[src/rtl/dstx_pkg.sv]
package dstx_pkg;

    localparam int DSTX_CHAR_W = 7;

    typedef enum logic [1:0] {
        BLK_NONE = 2'd0,
        BLK_SRAM = 2'd1,
        BLK_HDLC = 2'd2
    } blk_e;

    typedef enum logic [1:0] {
        ACT_IDLE = 2'd0,
        ACT_HDR  = 2'd1,
        ACT_DATA = 2'd2
    } act_e;

    typedef enum logic [1:0] {
        MODE_SRAM_ONLY = 2'b00,
        MODE_HDLC_ONLY = 2'b01,
        MODE_PRIO      = 2'b10,
        MODE_PRIO_ALT  = 2'b11
    } mode_e;

endpackage

[src/rtl/dstx_policy.sv]
module dstx_policy
    import dstx_pkg::*;
(
    input  logic [1:0] mode_sel,
    input  logic       sram_valid,
    input  logic       hdlc_valid,
    output blk_e       pick
);

    mode_e mode;
    assign mode = mode_e'(mode_sel);

    always_comb begin
        pick = BLK_NONE;
        case (mode)
            MODE_SRAM_ONLY: pick = sram_valid ? BLK_SRAM : BLK_NONE;
            MODE_HDLC_ONLY: pick = hdlc_valid ? BLK_HDLC : BLK_NONE;
            default: begin
                if (sram_valid)
                    pick = BLK_SRAM;
                else if (hdlc_valid)
                    pick = BLK_HDLC;
                else
                    pick = BLK_NONE;
            end
        endcase
    end

endmodule

[src/rtl/dstx_slot.sv]
module dstx_slot
    import dstx_pkg::*;
(
    input  blk_e pick,
    input  blk_e cur_blk,
    output act_e act
);

    always_comb begin
        if (pick == BLK_NONE)
            act = ACT_IDLE;
        else if (pick == cur_blk)
            act = ACT_DATA;
        else
            act = ACT_HDR;
    end

endmodule

[src/rtl/dstx_char_sel.sv]
module dstx_char_sel
    import dstx_pkg::*;
#(
    parameter int                CHAR_W    = DSTX_CHAR_W,
    parameter logic [CHAR_W-1:0] IDLE_CODE = 7'h3C,
    parameter logic [CHAR_W-1:0] SRAM_HDR  = 7'h1C,
    parameter logic [CHAR_W-1:0] HDLC_HDR  = 7'h5C
) (
    input  act_e              act,
    input  blk_e              pick,
    input  logic [CHAR_W-1:0] sram_word,
    input  logic [CHAR_W-1:0] hdlc_word,
    output logic [CHAR_W-1:0] chr,
    output logic              ctrl
);

    always_comb begin
        chr  = IDLE_CODE;
        ctrl = 1'b1;
        case (act)
            ACT_HDR: begin
                chr  = (pick == BLK_SRAM) ? SRAM_HDR : HDLC_HDR;
                ctrl = 1'b1;
            end
            ACT_DATA: begin
                chr  = (pick == BLK_SRAM) ? sram_word : hdlc_word;
                ctrl = 1'b0;
            end
            default: begin
                chr  = IDLE_CODE;
                ctrl = 1'b1;
            end
        endcase
    end

endmodule

[src/rtl/dstx_ctrl.sv]
module dstx_ctrl
    import dstx_pkg::*;
#(
    parameter int                CHAR_W    = DSTX_CHAR_W,
    parameter logic [CHAR_W-1:0] IDLE_CODE = 7'h3C,
    parameter logic [CHAR_W-1:0] SRAM_HDR  = 7'h1C,
    parameter logic [CHAR_W-1:0] HDLC_HDR  = 7'h5C
) (
    input  logic              clk,
    input  logic              rst_n,
    input  logic              char_en,
    input  logic [1:0]        mode_sel,
    input  logic [CHAR_W-1:0] sram_word,
    input  logic              sram_valid,
    output logic              sram_rd,
    input  logic [CHAR_W-1:0] hdlc_word,
    input  logic              hdlc_valid,
    output logic              hdlc_rd,
    output logic [CHAR_W-1:0] char_out,
    output logic              char_ctrl
);

    typedef struct packed {
        blk_e              blk;
        logic [CHAR_W-1:0] chr;
        logic              ctrl;
    } regs_t;

    regs_t regs_d, regs_q;

    blk_e              pick;
    act_e              act;
    logic [CHAR_W-1:0] sel_chr;
    logic              sel_ctrl;

    dstx_policy u_policy (
        .mode_sel   (mode_sel),
        .sram_valid (sram_valid),
        .hdlc_valid (hdlc_valid),
        .pick       (pick)
    );

    dstx_slot u_slot (
        .pick    (pick),
        .cur_blk (regs_q.blk),
        .act     (act)
    );

    dstx_char_sel #(
        .CHAR_W    (CHAR_W),
        .IDLE_CODE (IDLE_CODE),
        .SRAM_HDR  (SRAM_HDR),
        .HDLC_HDR  (HDLC_HDR)
    ) u_char_sel (
        .act       (act),
        .pick      (pick),
        .sram_word (sram_word),
        .hdlc_word (hdlc_word),
        .chr       (sel_chr),
        .ctrl      (sel_ctrl)
    );

    always_comb begin
        regs_d  = regs_q;
        sram_rd = 1'b0;
        hdlc_rd = 1'b0;
        if (!rst_n) begin
            regs_d.blk  = BLK_NONE;
            regs_d.chr  = IDLE_CODE;
            regs_d.ctrl = 1'b1;
        end else if (char_en) begin
            regs_d.chr  = sel_chr;
            regs_d.ctrl = sel_ctrl;
            regs_d.blk  = (act == ACT_IDLE) ? BLK_NONE : pick;
            if (act == ACT_DATA) begin
                sram_rd = (pick == BLK_SRAM);
                hdlc_rd = (pick == BLK_HDLC);
            end
        end
    end

    always_ff @(posedge clk) begin
        regs_q <= regs_d;
    end

    assign char_out  = regs_q.chr;
    assign char_ctrl = regs_q.ctrl;

    AST_RST_NO_RD: assert property (@(posedge clk)
        !rst_n |-> (!sram_rd && !hdlc_rd));

    AST_HOLD_NO_EN: assert property (@(posedge clk) disable iff (!rst_n)
        (rst_n && !char_en) |=> ($stable(char_out) && $stable(char_ctrl)));

    AST_RD_NEEDS_EN: assert property (@(posedge clk) disable iff (!rst_n)
        (sram_rd || hdlc_rd) |-> char_en);

    AST_SRAM_ONLY: assert property (@(posedge clk) disable iff (!rst_n)
        (mode_sel == 2'b00) |-> !hdlc_rd);

    AST_HDLC_ONLY: assert property (@(posedge clk) disable iff (!rst_n)
        (mode_sel == 2'b01) |-> !sram_rd);

    AST_PRIO_SRAM_WINS: assert property (@(posedge clk) disable iff (!rst_n)
        (mode_sel[1] && sram_valid) |-> !hdlc_rd);

    AST_SRAM_RD_AFTER_HDR: assert property (@(posedge clk) disable iff (!rst_n)
        sram_rd |-> (!char_ctrl || char_out == SRAM_HDR));

    AST_HDLC_RD_AFTER_HDR: assert property (@(posedge clk) disable iff (!rst_n)
        hdlc_rd |-> (!char_ctrl || char_out == HDLC_HDR));

    AST_SRAM_DATA_OUT: assert property (@(posedge clk) disable iff (!rst_n)
        (sram_rd && sram_valid) |=> (!char_ctrl && char_out == $past(sram_word)));

    AST_HDLC_DATA_OUT: assert property (@(posedge clk) disable iff (!rst_n)
        (hdlc_rd && hdlc_valid) |=> (!char_ctrl && char_out == $past(hdlc_word)));

    AST_RD_NEEDS_VALID: assert property (@(posedge clk) disable iff (!rst_n)
        (sram_rd |-> sram_valid) and (hdlc_rd |-> hdlc_valid));

    AST_IDLE_FILL: assert property (@(posedge clk) disable iff (!rst_n)
        (char_en && !sram_valid && !hdlc_valid) |=> (char_ctrl && char_out == IDLE_CODE));

    AST_RD_EXCL: assert property (@(posedge clk) disable iff (!rst_n)
        $onehot0({sram_rd, hdlc_rd}));

endmodule

[config.mk]
export PLATFORM = sky130hd
export DESIGN_NAME = dstx_ctrl
export DESIGN_NICKNAME = d
export VERILOG_FILES = /design/src/rtl/dstx_pkg.sv /design/src/rtl/dstx_policy.sv /design/src/rtl/dstx_slot.sv /design/src/rtl/dstx_char_sel.sv /design/src/rtl/dstx_ctrl.sv
export SDC_FILE = /design/constraint.sdc
export NUM_CORES = 1
export LEC_CHECK = 0
export ABC_CLOCK_PERIOD_IN_PS = 1600
export BUFFER_PORTS_ARGS = -buffer_cell sky130_fd_sc_hd__buf_2
export CORE_MARGIN = 3
export CORE_UTILIZATION = 43
export DETAILED_ROUTE_END_ITERATION = 8
export GPL_ROUTABILITY_DRIVEN = 0
export PLACE_DENSITY = 0.76
export SYNTH_ARGS = -nofsm -noshare
export SYNTH_HDL_FRONTEND = slang
export SYNTH_SLANG_ARGS = --single-unit
[constraint.sdc]
create_clock -name clk -period 1.6 [get_ports clk]
set_clock_uncertainty 0.2 [all_clocks]
set_input_delay 0.16 -clock clk [delete_from_list [all_inputs] [get_ports clk]]
set_output_delay 0.16 -clock clk [all_outputs]
set_load 0.1 [all_outputs]
=== Yosys cells after proc, flatten, opt, wreduce, memory -nomap -nowiden ===
Cells that the tools add are included.

* Reduce and logical (&&, ||, !) cells: 3
* Equality and inequality tests: 6
* Mux-type cells: 17

{| class="wikitable"
|+ Operators with widths
! cell !! number
|-
| $mux 7 || 2
|-
| $pmux 7 s2 || 1
|-
| $mux 2 || 5
|-
| $mux 1 || 8
|-
| $eq 2x1->1 const B || 3
|-
| $logic_not 2->1 || 3
|-
| $eq 2x2->1 const B || 2
|-
| $pmux 2 s2 || 1
|-
| $eq 2x2->1 || 1
|}

* Logic and storage cells: 29
* Bits in registers: 10
* Input bits: 21

=== Depth between registers and ports, before layout ===
* Word-level depth: 10
* Gate-level depth with buffers: 5

=== Modules after synthesis ===
Synthesis repeated with hierarchy kept, for this count alone.

* Cells, all modules: 89
* Area total of the unflattened synthesis: 755.7 sq um

{| class="wikitable"
|+ Modules (own cells, without submodules)
! module !! cells each !! times used !! seq. area each (sq um) !! area each (sq um)
|-
| dstx_ctrl || 44 || 1 || 200.2 || 476.7
|-
| dstx_char_sel || 32 || 1 || 0.0 || 201.4
|-
| dstx_slot || 9 || 1 || 0.0 || 51.3
|-
| dstx_policy || 4 || 1 || 0.0 || 26.3
|}

=== Least setup slack after synthesis ===
Ideal clock, no wire load.

* Path kind: input to output
* Start: in mode_sel[1]
* End: out hdlc_rd
* Stages: 5
* Required time: 1,240 ps
* Buffers on the path: 0
* Setup slack: -1,690 ps
* Data arrival time: 2,930 ps
* Cells stage by stage: nand2b_2 > a21bo_2 > o21ai_1 > a221oi_1 > nor3_1

* Longest elaborated chain between the ends: 9
* Elaborated cells between the ends (all ways): 12
* Classes of those cells: eq/ne (4); mux (6); reduce/logical (2)

{| class="wikitable"
|+ RTL lines
! what !! RTL line !! RTL
|-
| from (decl) || dstx_ctrl.sv:12 || <nowiki>input logic [1:0] mode_sel,</nowiki>
|-
| $eq 2x1->1 or $logic_not 2->1 (tied branches) || dstx_policy.sv:15 || <nowiki>case (mode)</nowiki>
|-
| $pmux 2 s2 * || dstx_policy.sv:15 ||
|-
| $eq 2x2->1 || dstx_slot.sv:12 || <nowiki>else if (pick == cur_blk)</nowiki>
|-
| $mux 2 || dstx_slot.sv:12 ||
|-
| $mux 2 || dstx_slot.sv:10 || <nowiki>if (pick == BLK_NONE)</nowiki>
|-
| $eq 2x2->1 || dstx_ctrl.sv:75 || <nowiki>if (act == ACT_DATA) begin</nowiki>
|-
| $mux 1 * || dstx_ctrl.sv:75 ||
|-
| $mux 1 * || dstx_ctrl.sv:71 || <nowiki>end else if (char_en) begin</nowiki>
|-
| $mux 1 * || dstx_ctrl.sv:67 || <nowiki>if (!rst_n) begin</nowiki>
|-
| to (decl) || dstx_ctrl.sv:18 || <nowiki>output logic hdlc_rd,</nowiki>
|}

Every way passes the cells marked *; elsewhere a longest branch is shown, timed or not.

=== Worst setup path after layout ===
* Start: reg regs_q[9]
* End: out sram_rd

* Longest elaborated chain between the ends: 7

{| class="wikitable"
|+ RTL lines
! what !! RTL line !! RTL
|-
| from (decl) || dstx_ctrl.sv:29 || <nowiki>regs_t regs_d, regs_q;</nowiki>
|-
| from (signal assigned) || dstx_ctrl.sv:83 || <nowiki>regs_q <= regs_d;</nowiki>
|-
| $eq 2x2->1 || dstx_slot.sv:12 ||
|-
| $mux 2 || dstx_slot.sv:12 ||
|-
| $mux 2 || dstx_slot.sv:10 ||
|-
| $eq 2x2->1 || dstx_ctrl.sv:75 ||
|-
| $mux 1 || dstx_ctrl.sv:75 ||
|-
| $mux 1 || dstx_ctrl.sv:71 ||
|-
| $mux 1 || dstx_ctrl.sv:67 ||
|-
| to (decl) || dstx_ctrl.sv:15 || <nowiki>output logic sram_rd,</nowiki>
|}

Every way passes these cells.

==> impl_metrics.py <==
metrics = {
    "route": {
        "post_drt_wl_per_cell_um": 15.92,
        "drc": 0,
        "vias_per_cell": 5.300,
        "routed_wl_mm": 2.069,
        "vias": 689,
        "detail-route-antenna-nets": 0,
        "dr.first_iter.drc_count": 33,
        "drt_pass1_iterations": 4,
    },
    "global_route": {
        "grt_usage": 0.2429,
        "overflow": 0,
        "grt_max_degree": 15,
        "antenna_found_initial": 0,
        "grt_pass1_vias": 732,
        "grt_first_pass_wirelength_mm": 3.236,
    },
    "place": {
        "placed_cell_area_um2": 903.4,
        "dpl.cell_count": 121,
        "io_buffer_count": 30,
        "hpwl_mm": 1.448,
        "pre_cts_slack_ps": -140.6,
    },
    "timing": {
        "drv_slew": 0,
        "setup_viol": 3,
        "worst_pin_slew_ps": 492.3,
        "hold_viol": 0,
        "hold_ws_ps": 3.779,
        "setup_ws_ps": -306.9,
        "rsz0062_at_grt": "true",
        "period_share": 1.192,
        "max_clock_freq_ghz": 0.5244,
        "slew_headroom": 0.6741,
        "period_minus_slack_ps": 1907,
    },
    "cts": {
        "clockBufferDepth": 2,
        "cts_buffers": 3,
        "htree_num_levels": 1,
        "cts_tree": "built",
        "path_clk_slew_ps": 80,
        "clock_sinks": 10,
        "clkLatencyLatePin_ps": 280,
        "root_buffer": "clkbuf_4",
    },
    "critical_path": {
        "rr_endpoint": "char_out[5]$_SDFFE_PN1P_",
        "end_kind": "primary output",
        "r2r_cells": 6,
        "rrSetupSlack_ps": -10,
        "reg2reg_from": "regs_q[9]$_SDFFE_PN0P_",
        "start_kind": "flip-flop",
        "required_ps": 1240,
        "crit_arrival_ps": 1550,
        "critical_path_class": "flip-flop to primary output",
        "path_max_fanout": 4,
    },
    "layout": {
        "drive_gt1_frac": 0.5739,
        "seqCellArea_um2": 205.2,
        "instances_no_fill": 130,
        "multiInputGateArea_um2": 401.6,
        "stdcell_area_mm2": 0.001008,
        "area.growth.synth_to_final_pct": 61.85,
        "final_common_cell": "buf_2",
        "n_fill_cell": 99,
        "layout.nets": 137,
        "diodes": 0,
        "layout_common_cells": "28 x buf_2, 19 x buf_4, 8 x mux2i_1, 8 x dfxtp_1",
    },
    "min_path": {
        "min_to": "char_out[1]$_SDFFE_PN0P_",
        "min_from": "hdlc_word[1]",
        "hold_depth": 3,
        "hp-class": "input pin to flip-flop",
    },
    "run_status": {
        "failed_checks": "setup timing",
        "status": "finished with violations",
    },
    "die": {
        "initial_core_util": 0.4672,
        "rows": 13,
        "core_area_mm2": 0.001334,
        "die_x_um": 44.07,
        "pin_count": 31,
        "die-area_mm2": 0.001942,
        "die_h_um": 44.07,
    },
    "synth": {
        "synth_top_area_cell": "dfxtp_1",
        "yosys-top-cells-area": "dfxtp_1 32%, mux2i_1 13%, buf_4 8.4%",
        "synthesis.area_um2": 623.1,
        "ys_seq_area_frac": 0.3213,
        "synthesis.yosys.warnings": 0,
        "synth.distinct_cells": 29,
        "syn_nets": 90,
        "synth.ff_latch_count": 10,
        "synth_cells": 69,
        "synth_top_area_share": 0.3213,
        "postSynthAreaPerCell_um2": 9.030,
    },
    "power": {
        "leakage_nw": 0.4848,
        "peakVddDrop_mv": 0.6422,
        "powerDensity_mw_per_mm2": 699.1,
    },
    "flow_run": {
        "drv_cap": 0,
    },
}
where the power goes:
group	internal, mW	switching [mW]
clock	0.139	0.0983
combinational	0.0915	0.116
sequential	0.255	0.00567
total	0.485	0.220
metrics by stage:
stage / utilization / TNS [ps] / power (mW)
after global routing: 0.7561 / -841.3 / 0.7457
final: 0.7561 / -602.9 / 0.7051
after detailed placement: 0.6773 / -375.0 / 0.4541
after floorplan: - / -1403 / 0.3784
after CTS: 0.7617 / -583.3 / 0.7074
after global placement: 0.6773 / -263.0 / 0.4490
layout make-up:
| type | instances | share of cell area |
|---|---|---|
| well taps | 15 | 0.01861 |
| multi-input cells | 49 | 0.3983 |
| flip-flops and latches | 10 | 0.2035 |
| inverters | 1 | 0.003722 |
| clock buffers | 4 | 0.03598 |
| repair buffers | 51 | 0.3399 |
per-layer routing:
| metal | routed length [µm] | global-route usage |
|---|---|---|
| met5 | 0 | 0 |
| met4 | 60 | 0.1386 |
| met3 | 150 | 0.08943 |
| met2 | 1148 | 0.4390 |
| met1 | 710 | 0.2331 |
Yosys cell counts:
cell type  number
nand2b_2        1
a2bb2o_1        1
o221ai_1        1
o21ai_1         1
and2_1          1
a211oi_4        1
mux2_2          1
nand2_1         3
a21bo_2         1
and3_1          3
dfxtp_1        10
o311ai_1        1
a221oi_1        1
buf_4           7
mux2i_1         8
nor3_1          4
o21ai_0         5
nor2b_1         1
clkbuf_2        1
inv_1           1
nor2_1          5
nand4_1         1
o21a_4          1
nand3b_1        2
o31ai_1         2
clkbuf_1        1
a221o_1         1
nand2b_1        2
nand2_2         1
sequential cells by signal (all words and copies together) (netlist names):
name and cells:
regs_q 2, char_ctrl 1, char_out 7
worst max-delay path, cell delays in order, from the launching register on:
cell      delay [ps]
dfxtp_4          360
inv_2             60
nand4_1          100
buf_4            160
o21a_4           120
a211oi_4         270
buf_12           210
worst max-delay path by stage:
stage,end,slack [ps],cells past startpoint,start
after floorplan,char_out[6]$_SDFFE_PN0P_,-600,5,mode_sel[1]
after global placement,hdlc_rd,-100,5,regs_q[8]$_SDFFE_PN0P_
after detailed placement,hdlc_rd,-140,7,mode_sel[1]
after CTS,sram_rd,-320,6,regs_q[9]$_SDFFE_PN0P_
after global routing,hdlc_rd,-380,6,regs_q[9]$_SDFFE_PN0P_
final,sram_rd,-310,6,regs_q[9]$_SDFFE_PN0P_
logic make-up (layout without fill, tap and decap cells):
family,Yosys count,in the layout,synth area share
AO/OA/AOI/OAI,16,16,0.2189
buffers and inverters,10,56,0.1044
flip-flops,10,10,0.3213
multiplexers,9,9,0.1466
AND/OR/NAND/NOR,24,24,0.2089
repair_timing:
action / CTS / global route
gates cloned: 0 / 0
endpoints found under the setup margin: 3 / 6
resized for setup: 7 / 0
setup buffers: 4 / 2
hold buffers: 2 / 0
hold endpoints to repair: 2 / 0
pin swaps: 1 / 3
(Power assumes the default switching activity.)
